File: src/rtl/tbb_pkg.sv
package tbb_pkg;
    localparam int BYTE_W = 8;
    localparam int WORD_W = 16;

    typedef logic [BYTE_W-1:0] byte_t;
    typedef logic [WORD_W-1:0] word_t;

    typedef enum logic [1:0] {
        ACC_NONE    = 2'd0,
        ACC_WIDE_LO = 2'd1,
        ACC_WIDE_HI = 2'd2,
        ACC_NARROW  = 2'd3
    } acc_kind_e;

    typedef struct packed {
        acc_kind_e kind;
        logic      is_wr;
        logic      is_rd;
        byte_t     idx;
        byte_t     data;
    } bus_op_t;

    // Classify one bus cycle; a write always wins over a read.
    function automatic bus_op_t decode_op(input byte_t addr, input logic wr,
                                          input logic rd, input byte_t data,
                                          input int n_wide, input int n_narrow);
        bus_op_t op;
        int a;
        a        = int'(addr);
        op.is_wr = wr;
        op.is_rd = rd & ~wr;
        op.data  = data;
        op.idx   = '0;
        op.kind  = ACC_NONE;
        if (wr | rd) begin
            if (a < 2 * n_wide) begin
                op.kind = addr[0] ? ACC_WIDE_HI : ACC_WIDE_LO;
                op.idx  = byte_t'(a >> 1);
            end else if (a < 2 * n_wide + n_narrow) begin
                op.kind = ACC_NARROW;
                op.idx  = byte_t'(a - 2 * n_wide);
            end
        end
        return op;
    endfunction
endpackage

File: src/rtl/tbb_decode.sv
module tbb_decode
    import tbb_pkg::*;
#(
    parameter int N_WIDE   = 4,
    parameter int N_NARROW = 2,
    parameter int ADDR_W   = 4
) (
    input  logic [ADDR_W-1:0] bus_addr,
    input  logic              bus_wr,
    input  logic              bus_rd,
    input  byte_t             bus_wdata,
    output bus_op_t           op
);
    byte_t addr_ext;

    always_comb begin
        addr_ext = '0;
        addr_ext[ADDR_W-1:0] = bus_addr;
        op = decode_op(addr_ext, bus_wr, bus_rd, bus_wdata, N_WIDE, N_NARROW);
    end
endmodule

File: src/rtl/tbb_stage.sv
module tbb_stage
    import tbb_pkg::*;
(
    input  logic    clk,
    input  logic    rst,
    input  bus_op_t op,
    input  byte_t   sel_hi,
    output byte_t   temp_q
);
    always_ff @(posedge clk) begin
        if (rst) begin
            temp_q <= '0;
        end else if (op.kind == ACC_WIDE_LO) begin
            if (op.is_wr)      temp_q <= op.data;
            else if (op.is_rd) temp_q <= sel_hi;
        end
    end
endmodule

File: src/rtl/tbb_wide_bank.sv
module tbb_wide_bank
    import tbb_pkg::*;
#(
    parameter int N_WIDE  = 4,
    parameter int CNT_IDX = 0
) (
    input  logic                    clk,
    input  logic                    rst,
    input  logic                    cnt_run,
    input  bus_op_t                 op,
    input  byte_t                   temp_q,
    output logic [N_WIDE-1:0][WORD_W-1:0] wide_q
);
    logic hi_wr;
    assign hi_wr = op.is_wr && (op.kind == ACC_WIDE_HI);

    for (genvar k = 0; k < N_WIDE; k++) begin : g_reg
        logic hit;
        assign hit = hi_wr && (op.idx == byte_t'(k));
        if (k == CNT_IDX) begin : g_cnt
            always_ff @(posedge clk) begin
                if (rst)          wide_q[k] <= '0;
                else if (hit)     wide_q[k] <= {op.data, temp_q};
                else if (cnt_run) wide_q[k] <= wide_q[k] + word_t'(1);
            end
        end else begin : g_store
            always_ff @(posedge clk) begin
                if (rst)      wide_q[k] <= '0;
                else if (hit) wide_q[k] <= {op.data, temp_q};
            end
        end
    end
endmodule

File: src/rtl/tbb_narrow_bank.sv
module tbb_narrow_bank
    import tbb_pkg::*;
#(
    parameter int N_NARROW = 2
) (
    input  logic                          clk,
    input  logic                          rst,
    input  bus_op_t                       op,
    output logic [N_NARROW-1:0][BYTE_W-1:0] narrow_q
);
    for (genvar k = 0; k < N_NARROW; k++) begin : g_nreg
        always_ff @(posedge clk) begin
            if (rst)
                narrow_q[k] <= '0;
            else if (op.is_wr && op.kind == ACC_NARROW && op.idx == byte_t'(k))
                narrow_q[k] <= op.data;
        end
    end
endmodule

File: src/rtl/tmr_byte_bridge.sv
module tmr_byte_bridge
    import tbb_pkg::*;
#(
    parameter int N_WIDE   = 4,
    parameter int N_NARROW = 2,
    parameter int ADDR_W   = 4
) (
    input  logic              clk,
    input  logic              rst,
    input  logic              cnt_run,
    input  logic [ADDR_W-1:0] bus_addr,
    input  logic              bus_wr,
    input  logic              bus_rd,
    input  logic [7:0]        bus_wdata,
    output logic [7:0]        bus_rdata
);
    localparam int IW  = (N_WIDE > 1)   ? $clog2(N_WIDE)   : 1;
    localparam int NIW = (N_NARROW > 1) ? $clog2(N_NARROW) : 1;

    bus_op_t                         op;
    byte_t                           temp_q;
    byte_t                           sel_hi;
    logic [N_WIDE-1:0][WORD_W-1:0]   wide_q;
    logic [N_NARROW-1:0][BYTE_W-1:0] narrow_q;
    word_t                           sel_word;

    tbb_decode #(.N_WIDE(N_WIDE), .N_NARROW(N_NARROW), .ADDR_W(ADDR_W)) u_dec (
        .bus_addr (bus_addr),
        .bus_wr   (bus_wr),
        .bus_rd   (bus_rd),
        .bus_wdata(bus_wdata),
        .op       (op)
    );

    assign sel_word = wide_q[op.idx[IW-1:0]];
    assign sel_hi   = sel_word[WORD_W-1:BYTE_W];

    tbb_stage u_stage (
        .clk   (clk),
        .rst   (rst),
        .op    (op),
        .sel_hi(sel_hi),
        .temp_q(temp_q)
    );

    tbb_wide_bank #(.N_WIDE(N_WIDE), .CNT_IDX(0)) u_wide (
        .clk    (clk),
        .rst    (rst),
        .cnt_run(cnt_run),
        .op     (op),
        .temp_q (temp_q),
        .wide_q (wide_q)
    );

    tbb_narrow_bank #(.N_NARROW(N_NARROW)) u_narrow (
        .clk     (clk),
        .rst     (rst),
        .op      (op),
        .narrow_q(narrow_q)
    );

    always_comb begin
        bus_rdata = '0;
        if (op.is_rd) begin
            unique case (op.kind)
                ACC_WIDE_LO: bus_rdata = sel_word[BYTE_W-1:0];
                ACC_WIDE_HI: bus_rdata = temp_q;
                ACC_NARROW:  bus_rdata = narrow_q[op.idx[NIW-1:0]];
                default:     bus_rdata = '0;
            endcase
        end
    end
endmodule

File: config.mk
export PLATFORM = sky130hd
export DESIGN_NAME = tmr_byte_bridge
export DESIGN_NICKNAME = d
export VERILOG_FILES = /design/src/rtl/tbb_pkg.sv /design/src/rtl/tbb_decode.sv /design/src/rtl/tbb_stage.sv /design/src/rtl/tbb_wide_bank.sv /design/src/rtl/tbb_narrow_bank.sv /design/src/rtl/tmr_byte_bridge.sv
export SDC_FILE = /design/constraint.sdc
export NUM_CORES = 1
export LEC_CHECK = 0
export ABC_AREA = 1
export BUFFER_PORTS_ARGS = -buffer_cell sky130_fd_sc_hd__buf_2
export CORE_MARGIN = 5
export CORE_UTILIZATION = 57
export CTS_BUF_LIST = sky130_fd_sc_hd__clkbuf_4
export CTS_CLUSTER_SIZE = 12
export DETAILED_ROUTE_END_ITERATION = 6
export PLACE_DENSITY_LB_ADDON = 0.12
export SLEW_MARGIN = 15
export SYNTH_ARGS = -nofsm -noshare
export SYNTH_HDL_FRONTEND = slang
export SYNTH_SLANG_ARGS = --single-unit
File: constraint.sdc
create_clock -name clk -period 1.63 [get_ports clk]
set_input_delay 0.326 -clock clk [delete_from_list [all_inputs] [get_ports clk]]
set_output_delay 0.326 -clock clk [all_outputs]
set_load 0.02 [all_outputs]
==> results of run 1 <==
metrics by stage:
stage          hold WS [ns]  TNS [ns]
2_1_floorplan        0.3951    -1.076
3_3_place_gp         0.4373    -17.50
3_5_place_dp         0.4464    -21.47
4_1_cts              0.2034    -1.664
5_1_grt              0.2072    -2.627
6_report             0.2330    -2.186
final cells by class:
class	count	area, µm²	share of cell area
inverter	80	317.8	0.05295
tap	102	127.6	0.02126
timing repair buffer	104	932.1	0.1553
clock inverter	6	108.9	0.01814
sequential	88	1774	0.2956
multi-input combinational	484	2674	0.4455
clock buffer	9	67.56	0.01126
layout by cell type (no fill, tap or decap), types with 3 or more instances in the layout:
| cell type | Yosys | layout |
|---|---|---|
| dfxtp_1 | 88 | 82 |
| clkbuf_4 | 0 | 9 |
| buf_4 | 3 | 66 |
| buf_6 | 3 | 17 |
| o21ai_0 | 59 | 50 |
| xor2_1 | 5 | 5 |
| buf_8 | 0 | 3 |
| inv_1 | 72 | 70 |
| buf_12 | 0 | 6 |
| a21boi_2 | 0 | 6 |
| nor2_4 | 3 | 11 |
| nand3_2 | 2 | 3 |
| bufinv_16 | 0 | 3 |
| nor3_1 | 7 | 4 |
| buf_2 | 14 | 11 |
| a21oi_4 | 0 | 9 |
| nand2_2 | 2 | 8 |
| nand3_1 | 52 | 48 |
| nor3_2 | 1 | 4 |
| nand4_1 | 22 | 22 |
| o21ai_1 | 12 | 17 |
| inv_2 | 7 | 6 |
| dfxtp_2 | 0 | 4 |
| nor2_1 | 75 | 68 |
| nand2_1 | 135 | 126 |
| a21oi_1 | 89 | 74 |
| a21oi_2 | 0 | 6 |
| nand3_4 | 1 | 4 |
| nand2_4 | 1 | 4 |
worst max-delay path: stages:
cell and delay, ns:
buf_8 0.11, o21ai_4 0.16, nand3_4 0.14, clkbuf_16 0.19
nor2_8 0.11, nand2_1 0.09, nand3_1 0.12, nand2_2 0.08
a21oi_4 0.16, buf_6 0.13
flip-flops by register name (all words and copies together), names as in the netlist:
name / flops
u_narrow.narrow_q: 16
u_stage.temp_q: 8
u_wide.wide_q: 64
metal layers:
| layer | track usage | up-vias |
|---|---|---|
| li1 | - | 2406 |
| met1 | 0.3792 | 2405 |
| met2 | 0.5305 | 309 |
| met3 | 0.05330 | 55 |
| met4 | 0.1397 | 0 |
| met5 | 0 | - |
power by group through the flow:
| stage | registers (µW) | clock network [µW] | logic (µW) |
|---|---|---|---|
| after floorplan | 2280 | 0 | 376 |
| after global placement | 2280 | 0 | 619 |
| after detailed placement | 2280 | 0 | 637 |
| after CTS | 2240 | 1540 | 718 |
| after global routing | 2240 | 1640 | 848 |
| final | 2240 | 1540 | 803 |
what timing repair did:
action / in CTS / in global routing
cloned: 0 / 2
resized for setup: 79 / 32
setup endpoints to repair: 11 / 29
endpoints found under the hold margin: 0 / 0
pin swaps: 15 / 10
buffers inserted: 7 / 5
kinds of logic after synthesis:
| group | count (synthesis) | share of synthesized area |
|---|---|---|
| buf+inv | 116 | 0.1068 |
| flops | 88 | 0.3845 |
| fa+ha+maj | 1 | 0.002730 |
| compound gates | 170 | 0.1909 |
| simple gates | 306 | 0.3017 |
| xor+xnor | 7 | 0.01338 |
worst max path at each step:
| stage | start | to | slack, ns |
|---|---|---|---|
| final | bus_addr[2] | bus_rdata[6] | -0.31 |
| after floorplan | bus_wr | bus_rdata[4] | -0.14 |
| after global routing | bus_addr[0] | bus_rdata[0] | -0.36 |
| after global placement | bus_wr | bus_rdata[2] | -0.37 |
| after detailed placement | bus_wr | bus_rdata[2] | -0.35 |
| after CTS | bus_addr[1] | bus_rdata[7] | -0.24 |
==> impl_metrics.env, run 1 <==
export IMPL_outcome="complete, but fails checks"
export IMPL_violations_in_the_final_reports="negative setup slack"
export IMPL_detailed_place_area_um2=5331
export IMPL_placement_rows=32
export IMPL_switching_share=0.2844
export IMPL_netlist_area_um2=4582
export IMPL_cts_htree_levels=3
export IMPL_clkTransAtPathRegs_ns=0.14
export IMPL_fin_skew_ns=0.01814
export IMPL_hold_path_end="u_wide.wide_q[28]"
export IMPL_synth_edff_count=0
export IMPL_detail_route_wl_per_cell_um=18.12
export IMPL_ioPinCount=25
export IMPL_drt_pass1_iter_count=6
export IMPL_hold_path_class="input pin to flop"
export IMPL_crit_path_start_kind="input pin"
export IMPL_die_w_um=99.66
export IMPL_worst_pin_slew_ns=0.4917
export IMPL_clkLatencyLatePin_ns=0.45
export IMPL_critical_path_reg2reg_endpoint="u_wide.wide_q[14]"
export IMPL_pin_count_of_the_biggest_net_entering_global_routing=66
export IMPL_r2r_slack_ns=0.11
export IMPL_power_per_cell_area_nw_per_um2=763.3
export IMPL_globalRoute_totalOverflow=0
export IMPL_cts_hold_fix_buffers=0
export IMPL_grt_pass1_wl_um=24120
export IMPL_initial_utilization=0.5899
export IMPL_hpwl_um=10300
export IMPL_period_minus_slack_ns=1.945
export IMPL_finalNetCount=785
export IMPL_postSynthAreaPerCell_um2=6.660
export IMPL_combPwrFrac=0.175
export IMPL_timing_hold_worst_path_depth=3
export IMPL_fillCellCount=553
export IMPL_tritoncts_num_sinks=88
export IMPL_psw_uw=1303
export IMPL_static_leakage_power_uw=0.002418
export IMPL_worstPathArrival_ns=1.62
export IMPL_yosys_register_bits=88
export IMPL_finalPower_uw=4581
export IMPL_synth_top_cells_by_count="nand2_1 (135), a21oi_1 (89), dfxtp_1 (88)"
export IMPL_peak_supply_drop_mv=0.5382
export IMPL_synth_flop_cell="dfxtp_1"
export IMPL_layout_cell_area_non_filler_um2=6002
export IMPL_detail_route_antenna_nets=0
export IMPL_post_synth_top_area_fraction=0.3845
export IMPL_gp_congestion=1.016
export IMPL_report_final_slew_viol_count=0
export IMPL_ys_seq_area_frac=0.3845
export IMPL_synth_area_leader_cell="dfxtp_1"
export IMPL_core_region_area_um2=7767
export IMPL_setup_slack_ns=-0.3150
export IMPL_met2_length_um=7699
export IMPL_cp_max_fo=6
export IMPL_place_inst=845
export IMPL_finalWirelength_um=15820
export IMPL_slew_headroom=0.6718
export IMPL_cts_root_to_sink_buffers=2
export IMPL_insertedDiodeCount=0
export IMPL_final_hold_violation_count=0
export IMPL_synthCells=688
export IMPL_ys_warn_count=0
export IMPL_cts_tree="yes"
export IMPL_category_of_the_critical_setup_timing_path="input pin to primary output"
export IMPL_critPathCaptureType="primary output"
export IMPL_routed_via_density=5.928
export IMPL_rsz_0062_raised_after_global_routing="true"
export IMPL_dp_worst_setup_slack_ns=-0.3484
export IMPL_detail_route_wirelength_met1_um=6130
export IMPL_vias=5175
export IMPL_placement_io_buffers=24
export IMPL_post_route_drc_count=0
export IMPL_die_y_um=99.66
export IMPL_grt_pass1_vias=4815
export IMPL_cp_required_ns=1.30
export IMPL_synthMostInstantiatedCell="nand2_1"
export IMPL_drive_above_1_share=0.2568
export IMPL_syn2layout_area_growth_pct=30.99
export IMPL_final_period_utilization=1.193
export IMPL_maxUsedRoutingLayer="met4"
export IMPL_cts_made_buffers=9
export IMPL_async_reset_ff_frac=0
export IMPL_antenna_violations_before_repair=0
export IMPL_pwr_share_clk=0.336
export IMPL_die_area_um2=9931
export IMPL_final_core_util=0.7727
export IMPL_worst_reg_to_reg_cells=11
export IMPL_maxCapViolCount=0
export IMPL_root_buffer_master="clkbuf_4"
export IMPL_finish_cell_count_without_fillers=873
export IMPL_fmax_mhz=514.1
export IMPL_internal_power_uw=3278
export IMPL_ys_types=32
export IMPL_drt_iter0_markers=605
export IMPL_grt_util_all_layers=0.3097
export IMPL_critical_path_reg2reg_startpoint="u_wide.wide_q[1]"
export IMPL_setup_violations=8
export IMPL_power_sequential_fraction=0.489
export IMPL_launch_point_of_the_worst_hold_path="bus_wdata[4]"
export IMPL_yosys_top_cells_area="dfxtp_1 (38%), nand2_1 (11%), a21oi_1 (9.7%), o21ai_0 (6.4%), nor2_1 (6.1%)"
export IMPL_synth_nets=706
export IMPL_met3_wirelength_um=1384
Power figures use the tool's default switching activity.
==> run 2: changes to the inputs <==
- ABC_AREA: 1 -> default
==> impl_metrics.env, run 2 <==
export IMPL_outcome="complete, but fails checks"
export IMPL_violations_in_the_final_reports="negative setup slack"
export IMPL_die_w_um=99.89
export IMPL_synthMostInstantiatedCell="dfxtp_1"
export IMPL_detail_route_antenna_nets=0
export IMPL_detailed_place_area_um2=5497
export IMPL_max_stage_delay_ns=0.26
export IMPL_worstPathArrival_ns=1.75
export IMPL_gp_congestion=1.024
export IMPL_cts_made_buffers=9
export IMPL_synthCells=526
export IMPL_final_hold_violation_count=0
export IMPL_final_period_utilization=1.271
export IMPL_synth_top_family_by_area="compound AO/OA/AOI/OAI gates"
export IMPL_synth_adder_area_share=0.002717
export IMPL_dp_worst_setup_slack_ns=-0.4846
export IMPL_cp_required_ns=1.30
export IMPL_synth_top_cells_by_count="dfxtp_1 (88), nor2_1 (68), mux2i_1 (65)"
export IMPL_placement_rows=32
export IMPL_peak_supply_drop_mv=0.5736
export IMPL_cts_root_to_sink_buffers=2
export IMPL_pwr_share_clk=0.357
export IMPL_most_common_cell_after_layout_fill_and_taps_aside="dfxtp_1"
export IMPL_detail_route_wl_per_cell_um=21.36
export IMPL_hpwl_um=10470
export IMPL_fin_skew_ns=0.01552
export IMPL_fillCellCount=510
export IMPL_core_region_area_um2=7807
export IMPL_synth_nets=544
export IMPL_die_area_um2=9978
export IMPL_largest_register="u_wide.wide_q"
export IMPL_hold_path_class="input pin to flop"
export IMPL_grt_pass1_wl_um=24110
export IMPL_drive_above_1_share=0.3175
export IMPL_clkTransAtPathRegs_ns=0.14
export IMPL_initial_utilization=0.5899
export IMPL_async_reset_ff_frac=0
export IMPL_largest_register_ff_count=64
export IMPL_synth_compound_area_frac=0.2024
export IMPL_power_per_cell_area_nw_per_um2=732.4
export IMPL_synth_edff_count=0
export IMPL_synthMuxAreaShare=0.1413
export IMPL_maxCapViolCount=0
export IMPL_insertedDiodeCount=0
export IMPL_yosys_top_cells_area="dfxtp_1 (38%), mux2i_1 (14%), nor2_1 (5.5%), nand2_1 (4.3%), a211oi_1 (3.4%)"
export IMPL_cts_htree_levels=3
export IMPL_finalNetCount=624
export IMPL_setup_violations=9
export IMPL_report_final_slew_viol_count=0
export IMPL_root_buffer_master="clkbuf_4"
export IMPL_critPathCaptureType="primary output"
export IMPL_postSynthAreaPerCell_um2=8.756
export IMPL_critical_path_slowest_cell="or2_4"
export IMPL_critical_path_cell_chain="buf_2 -> buf_4 -> or2_4 -> buf_4 -> nor4b_2 -> mux2i_1 -> o211ai_1 -> buf_4"
export IMPL_synth_simple_gate_area_share=0.2018
export IMPL_pin_count_of_the_biggest_net_entering_global_routing=60
export IMPL_ioPinCount=25
export IMPL_final_seq_area_um2=1774
export IMPL_vias=4586
export IMPL_psw_uw=1202
export IMPL_grt_pass1_vias=4504
export IMPL_yosys_register_bits=88
export IMPL_fmax_mhz=482.8
export IMPL_post_synth_top_area_fraction=0.3825
export IMPL_post_route_drc_count=0
export IMPL_synth_flop_cell="dfxtp_1"
export IMPL_ys_warn_count=0
export IMPL_internal_power_uw=3282
export IMPL_synth_area_leader_cell="dfxtp_1"
export IMPL_tritoncts_num_sinks=88
export IMPL_static_leakage_power_uw=0.002324
export IMPL_antenna_violations_before_repair=0
export IMPL_category_of_the_critical_setup_timing_path="input pin to primary output"
export IMPL_cpMostUsedCell="buf_4"
export IMPL_routed_via_density=6.432
export IMPL_drt_iter0_markers=439
export IMPL_slew_headroom=0.7641
export IMPL_clkLatencyLatePin_ns=0.46
export IMPL_cp_max_fo=8
export IMPL_critical_path_top_delay_family="buffers and inverters"
export IMPL_most_frequent_cells_in_the_layout="dfxtp_1 (82), buf_4 (77), nor2_1 (67)"
export IMPL_period_minus_slack_ns=2.071
export IMPL_layout_cell_area_non_filler_um2=6123
export IMPL_crit_path_start_kind="input pin"
export IMPL_biggestRegsByFlops="u_wide.wide_q (64), u_narrow.narrow_q (16), u_stage.temp_q (8)"
export IMPL_combPwrFrac=0.148
export IMPL_worst_pin_slew_ns=0.3538
export IMPL_ys_types=53
export IMPL_worstPathBufferInverterCount=4
export IMPL_globalRoute_totalOverflow=0
export IMPL_finalPower_uw=4485
export IMPL_power_sequential_fraction=0.495
export IMPL_cts_hold_fix_buffers=0
export IMPL_syn2layout_area_growth_pct=32.95
export IMPL_multiInputGateArea_um2=3029
export IMPL_finalWirelength_um=15230
export IMPL_grt_util_all_layers=0.3097
export IMPL_ys_seq_area_frac=0.3825
export IMPL_drt_pass1_iter_count=5
export IMPL_die_y_um=99.89
export IMPL_netlist_area_um2=4606
export IMPL_post_synth_xor_area_fraction=0.02092
export IMPL_setup_slack_ns=-0.4413
export IMPL_placement_io_buffers=24
export IMPL_cts_tree="yes"
export IMPL_switching_share=0.2681
export IMPL_rsz_0062_raised_after_global_routing="true"
run 2: changes by cell type in the layout (fill, tap and decap cells not counted), moves of 9 or more:
cell,delta
a211oi_1,+20
a21oi_1,-49
a221o_1,+9
buf_4,+11
inv_1,-63
mux2i_1,+55
nand2_1,-74
nand3_1,-38
nand4_1,-12
nor2_4,-9
o21ai_0,-44
o21ai_1,-17
run 2: worst paths after layout:
check / cells past startpoint / to / slack [ns] / start
hold reg to reg: 2 / u_wide.wide_q[44] / 0.46 / u_wide.wide_q[44]
setup reg to reg: 5 / u_wide.wide_q[11] / -0.01 / u_wide.wide_q[5]
hold / removal: 3 / u_wide.wide_q[43] / 0.18 / bus_wdata[3]
setup / recovery: 8 / bus_rdata[0] / -0.44 / bus_addr[2]
run 2: power groups by stage:
stage,Sequential [µW],Clock [µW],Combinational (µW)
6_report,2220,1600,664
5_1_grt,2220,1700,701
4_1_cts,2220,1610,610
3_5_place_dp,2260,0,551
3_3_place_gp,2260,0,538
2_1_floorplan,2260,0,330
run 2: cells by family after synthesis:
| kind of cell | count (synthesis) |
|---|---|
| AOI/OAI and AO/OA | 122 |
| xor gates and xnor gates | 11 |
| adders and majority gates | 1 |
| buffers and inverters | 51 |
| DFF | 88 |
| muxes | 65 |
| and+or+nand+nor | 188 |
run 2: metrics by stage:
stage	utilization	setup TNS (ns)	cells	hold slack (ns)
finish	0.7843	-3.020	713	0.1837
global route	0.7843	-3.464	713	0.1757
CTS	0.7623	-2.839	707	0.1632
detailed placement	0.7040	-20.15	688	0.4473
floorplan	-	-3.720	526	0.4319
global placement	0.7040	-17.84	688	0.4414
run 2: worst register-to-register path: stages, from the launching register on:
cell and delay [ns]:
dfxtp_1 0.38, nand4_1 0.26, buf_4 0.25, nor4_2 0.29, xnor2_1 0.10, a211oi_1 0.27
run 2: layer usage:
layer / wire, µm / part of all wire / global-route usage
met1: 6121 / 0.40 / 0.3879
met2: 7423 / 0.49 / 0.5295
met3: 1066 / 0.070 / 0.04795
met4: 621 / 0.041 / 0.1292
met5: 0 / 0 / 0
run 2: final cells by class:
| cell class | count | share of cell area |
|---|---|---|
| clock buffer | 10 | 0.01226 |
| sequential | 88 | 0.2897 |
| inverter | 7 | 0.004291 |
| tap | 102 | 0.02084 |
| timing repair buffer | 113 | 0.1594 |
| multi-input combinational | 387 | 0.4947 |
| clock inverter | 6 | 0.01880 |
run 2: what timing repair did:
item                       in CTS  in global routing
resized for setup              41                 30
pin swaps                       4                  5
setup endpoints to repair       8                 15
setup buffers                   2                  5
gates cloned                    1                  2
